[config.mk]
export PLATFORM = sky130hd
export DESIGN_NAME = alu16Rot
export DESIGN_NICKNAME = d
export VERILOG_FILES = /design/src/rtl/aluPkg.sv /design/src/rtl/aluControl.sv /design/src/rtl/aluDatapath.sv /design/src/rtl/alu16Rot.sv
export SDC_FILE = /design/constraint.sdc
export NUM_CORES = 1
export LEC_CHECK = 0
export BUFFER_PORTS_ARGS = -buffer_cell sky130_fd_sc_hd__buf_4
export CAP_MARGIN = 20
export CORE_UTILIZATION = 35
export DETAILED_ROUTE_END_ITERATION = 16
export PLACE_DENSITY = 0.67
export SYNTH_ARGS = -nofsm -noshare
export SYNTH_HDL_FRONTEND = slang
export SYNTH_SLANG_ARGS = --single-unit
export TNS_END_PERCENT = 10
[constraint.sdc]
create_clock -name vclk -period 8.25
set_input_delay 1.2375 -clock vclk [all_inputs]
set_output_delay 1.2375 -clock vclk [all_outputs]
set_load 0.005 [all_outputs]
[src/rtl/aluPkg.sv]
package aluPkg;

  typedef enum logic [2:0] {
    OP_AND  = 3'b000,
    OP_OR   = 3'b001,
    OP_XOR  = 3'b010,
    OP_ADD  = 3'b011,
    OP_PASS = 3'b100,
    OP_ROT  = 3'b101
  } aluOp_e;

  // One strobe per datapath path; at most one is high.
  typedef struct packed {
    logic selAnd;
    logic selOr;
    logic selXor;
    logic selAdd;
    logic selPass;
    logic selRot;
  } aluStrobe_t;

endpackage

[src/rtl/aluControl.sv]
module aluControl
  import aluPkg::*;
(
  input  logic [2:0] opSel,
  output aluStrobe_t strobes
);

  always_comb begin
    strobes = '0;
    case (opSel)
      OP_AND:  strobes.selAnd  = 1'b1;
      OP_OR:   strobes.selOr   = 1'b1;
      OP_XOR:  strobes.selXor  = 1'b1;
      OP_ADD:  strobes.selAdd  = 1'b1;
      OP_PASS: strobes.selPass = 1'b1;
      OP_ROT:  strobes.selRot  = 1'b1;
      default: strobes = '0;
    endcase
  end

  always_comb begin
    AST_STROBE_ONEHOT: assert ($onehot0(strobes));
    if (opSel[2:1] == 2'b11)
      AST_RESERVED_NO_STROBE: assert (strobes == '0);
  end

endmodule

[src/rtl/aluDatapath.sv]
module aluDatapath
  import aluPkg::*;
#(
  parameter int WIDTH = 16
) (
  input  logic [WIDTH-1:0] opA,
  input  logic [WIDTH-1:0] opB,
  input  aluStrobe_t       strobes,
  output logic [WIDTH-1:0] result,
  output logic             signedOvf,
  output logic             carryOut
);

  localparam int AMT_W = $clog2(WIDTH);
  localparam int MSB   = WIDTH - 1;

  logic [WIDTH:0]     sumWide;
  logic [WIDTH-1:0]   sumVal;
  logic [WIDTH-1:0]   rotVal;
  logic [AMT_W-1:0]   rotAmt;

  assign sumWide = {1'b0, opA} + {1'b0, opB};
  assign sumVal  = sumWide[WIDTH-1:0];
  assign rotAmt  = opB[AMT_W-1:0];

  // Each result bit picks its source bit; the index wraps modulo WIDTH
  // because WIDTH is a power of two, so amount 0 is a plain copy.
  for (genvar g = 0; g < WIDTH; g++) begin : gRot
    logic [AMT_W-1:0] srcIdx;
    assign srcIdx    = AMT_W'(g) + rotAmt;
    assign rotVal[g] = opA[srcIdx];
  end

  // AND-OR merge under one-hot strobes; no strobe gives zero.
  always_comb begin
    result = '0;
    if (strobes.selAnd)  result = result | (opA & opB);
    if (strobes.selOr)   result = result | (opA | opB);
    if (strobes.selXor)  result = result | (opA ^ opB);
    if (strobes.selAdd)  result = result | sumVal;
    if (strobes.selPass) result = result | opB;
    if (strobes.selRot)  result = result | rotVal;
  end

  assign carryOut  = strobes.selAdd & sumWide[WIDTH];
  assign signedOvf = strobes.selAdd & ~(opA[MSB] ^ opB[MSB]) & (sumVal[MSB] ^ opA[MSB]);

  always_comb begin
    if (!strobes.selAdd)
      AST_FLAGS_QUIET: assert (!signedOvf && !carryOut);
    if (strobes.selAdd && carryOut)
      AST_CARRY_WRAPS: assert (result < opA);
    if (strobes.selAdd && !carryOut)
      AST_NOCARRY_GROWS: assert (result >= opA);
    if (strobes.selAdd && (opA[MSB] != opB[MSB]))
      AST_MIXED_SIGN_SAFE: assert (!signedOvf);
    if (strobes.selPass)
      AST_PASS_B: assert (result == opB);
    if (strobes.selRot)
      AST_ROT_KEEPS_ONES: assert ($countones(result) == $countones(opA));
  end

endmodule

[src/rtl/alu16Rot.sv]
module alu16Rot
  import aluPkg::*;
(
  input  logic [15:0] opA,
  input  logic [15:0] opB,
  input  logic [2:0]  opSel,
  output logic [15:0] result,
  output logic        signedOvf,
  output logic        carryOut
);

  aluStrobe_t strobes;

  aluControl uCtrl (
    .opSel   (opSel),
    .strobes (strobes)
  );

  aluDatapath #(.WIDTH(16)) uPath (
    .opA       (opA),
    .opB       (opB),
    .strobes   (strobes),
    .result    (result),
    .signedOvf (signedOvf),
    .carryOut  (carryOut)
  );

  always_comb begin
    if (opSel[2:1] == 2'b11)
      AST_RESERVED_ZERO: assert (result == '0 && !signedOvf && !carryOut);
  end

endmodule

==> impl_metrics.py <==
metrics = {
    "routing": {
        "drt_first_pass_iters": 7,
        "vias": 2931,
        "wl_mm": 8.57,
        "postRouteAntennaNets": 0,
        "wire_per_inst_um": 17.3,
        "post-route-drc-count": 0,
        "routed_via_density": 5.91,
        "drtIter0Drc": 231,
    },
    "placement": {
        "post_place_setup_slack_ns": 3.30,
        "placer_congestion": 0.890,
        "dpl.hpwl_mm": 6.73,
        "place.port_buffers": 53,
    },
    "pwr": {
        "swShare": 0.535,
        "comb_power_frac": 1.000,
        "clockPowerShare": 0,
        "power.share.sequential": 0,
        "power_density_mw_per_mm2": 69.4,
        "vdd.ir_drop.worst_uv": 27.5,
        "internal_power_mw": 0.103,
        "p_leak_nw": 1.49,
        "switching_power_mw": 0.119,
    },
    "global_routing": {
        "grt_first_pass_wirelength_mm": 13.8,
        "grt_pass1_vias": 2735,
        "grt_start_max_net_pins": 46,
        "grt_usage": 0.202,
        "grt_antenna_before_repair": 0,
        "grt_remaining_overflow": 0,
    },
    "hold_path": {
        "min_path_type": "primary input to primary output",
        "origin_of_the_worst_min_delay_path": "opB[11]",
        "whs_path_depth": 4,
    },
    "finish": {
        "layout-area-overhead-vs-synth_pct": 15.2,
        "multi_input_comb_area_mm2": 0.00254,
        "final_common_cell": "sky130_fd_sc_hd__buf_4",
        "n_fill_cell": 804,
        "ff_latch_area_um2": 0,
        "n_sequential_cell": 0,
        "share_of_final_layout_standard_cells_stronger_than_drive_strength_1": 0.185,
        "clkbuf_count": 0,
        "final_core_utilization": 0.416,
        "layout_common_cells": "sky130_fd_sc_hd__buf_4, sky130_fd_sc_hd__ha_1, sky130_fd_sc_hd__inv_1",
        "antenna-diode-count": 0,
        "nNetsFinal": 471,
    },
    "sta": {
        "rsz_0062_raised_after_global_routing": "no",
        "totalNegativeSetupSlack_ns": 0,
        "final-max-slew-violation-count": 0,
        "clock.fmax_ghz": 0.200,
        "post-route-min-period_ns": 5.00,
        "fin_crit_sh": 0.606,
        "timing.final.setup_violations": 0,
        "final_count_of_hold_timing_violations": 0,
        "worst_slew_margin_rel": 0.644,
        "worst_slack_ns": 3.25,
        "worst_slew_pin_slew_ns": 0.529,
    },
    "clock_tree": {
        "cts_resized": 0,
        "hold_buffers": 0,
        "postCtsSetupRepairBufs": 0,
    },
    "logic_synthesis": {
        "syn_nets": 439,
        "synth_cell_types": 50,
        "synth_area_mm2": 0.00278,
        "seq_area_frac_synth": 0,
        "synthCells": 364,
        "syn_area_per_cell_um2": 7.62,
        "synth_warnings": 0,
    },
    "worst_setup_path": {
        "worstPathCellList": "buf_4, inv_1, ha_1, mux4_2, mux4_2, nand2_1, o211ai_1, o311a_1, buf_4",
        "crit_path_end_kind": "primary output",
        "cp_num_cells": 9,
        "setup.worst_path.start_class": "primary input",
        "startpoint": "opB[1]",
        "crit_path_top_delay_cell": "sky130_fd_sc_hd__mux4_2",
        "cp_data_required_time_ns": 7.01,
        "cp_slowest_stage_delay_ns": 0.58,
        "worst-setup-path-type": "primary input to primary output",
        "critical_path_arrival_ns": 3.76,
        "critical_path.n_buffers_inverters": 3,
        "crit_fanout": 25,
        "critical_path.top_delay_family": "multiplexers",
    },
    "floorplanning": {
        "placementRows": 32,
        "chipHeight_um": 91.0,
        "core_area_mm2": 0.00769,
        "pin_count": 53,
        "initial_utilization": 0.361,
        "floorplan.die_area_mm2": 0.00829,
        "dieWidth_um": 91.0,
    },
    "status": {
        "status": "complete, no violations",
    },
    "run": {
        "number_of_max_cap_violations": 0,
    },
}
-- power by group through the flow --
| stage | logic (mW) | clock network, mW | registers, mW |
|---|---|---|---|
| 2_1_floorplan | 0.148 | 0 | 0 |
| 3_3_place_gp | 0.216 | 0 | 0 |
| 3_5_place_dp | 0.219 | 0 | 0 |
| 4_1_cts | 0.220 | 0 | 0 |
| 5_1_grt | 0.242 | 0 | 0 |
| 6_report | 0.222 | 0 | 0 |
-- kinds of logic (layout without fill, tap and decap cells) --
kind of cell	Yosys count	count (layout)	share of synthesized area
AO/OA/AOI/OAI	114	114	0.262
XOR/XNOR	21	21	0.0663
AND/OR/NAND/NOR	85	85	0.140
adder cells (fa/ha/maj)	40	40	0.180
buffers and inverters	57	87	0.0830
multiplexers	47	47	0.269
-- stage by stage --
step / total power, mW / hold slack, ns / cell area [um^2] / cells
6_report: 0.222 / 2.90 / 3200 / 496
5_1_grt: 0.242 / 2.93 / 3200 / 496
4_1_cts: 0.220 / 2.90 / 3200 / 496
3_5_place_dp: 0.219 / 2.90 / 3200 / 496
3_3_place_gp: 0.216 / 2.92 / 3200 / 496
2_1_floorplan: 0.148 / 2.70 / 2780 / 364
-- final timing paths --
path | to | slack (ns)
setup / recovery | result[7] | 3.25
hold / removal | result[11] | 2.90
-- metal layers --
| metal | vias to the layer above | global-route usage | share of wire |
|---|---|---|---|
| met1 | 1389 | 0.271 | 0.44 |
| met4 | 0 | 0.0344 | 0.016 |
| li1 | 1414 | - | - |
| met5 | - | 0 | 0 |
| met3 | 14 | 0.0126 | 0.064 |
| met2 | 114 | 0.359 | 0.48 |
-- cells in the mapped netlist, drive strengths merged, types with 7 or more instances --
library cell	number	share of area
clkbuf	16	0.022
a21oi	30	0.054
nand2	32	0.043
xor2	13	0.041
mux4	20	0.17
nor2	22	0.030
xnor2	8	0.025
buf	7	0.015
mux2i	25	0.090
a211oi	7	0.019
nor3	8	0.014
o21ai	33	0.060
ha	40	0.18
inv	34	0.046
-- layout make-up --
type / count / share of cell area
Inverter: 34 / 0.0399
Multi-Input combinational cell: 307 / 0.796
Timing Repair Buffer: 53 / 0.124
Tap cell: 102 / 0.0399
(Power assumes the default switching activity.)
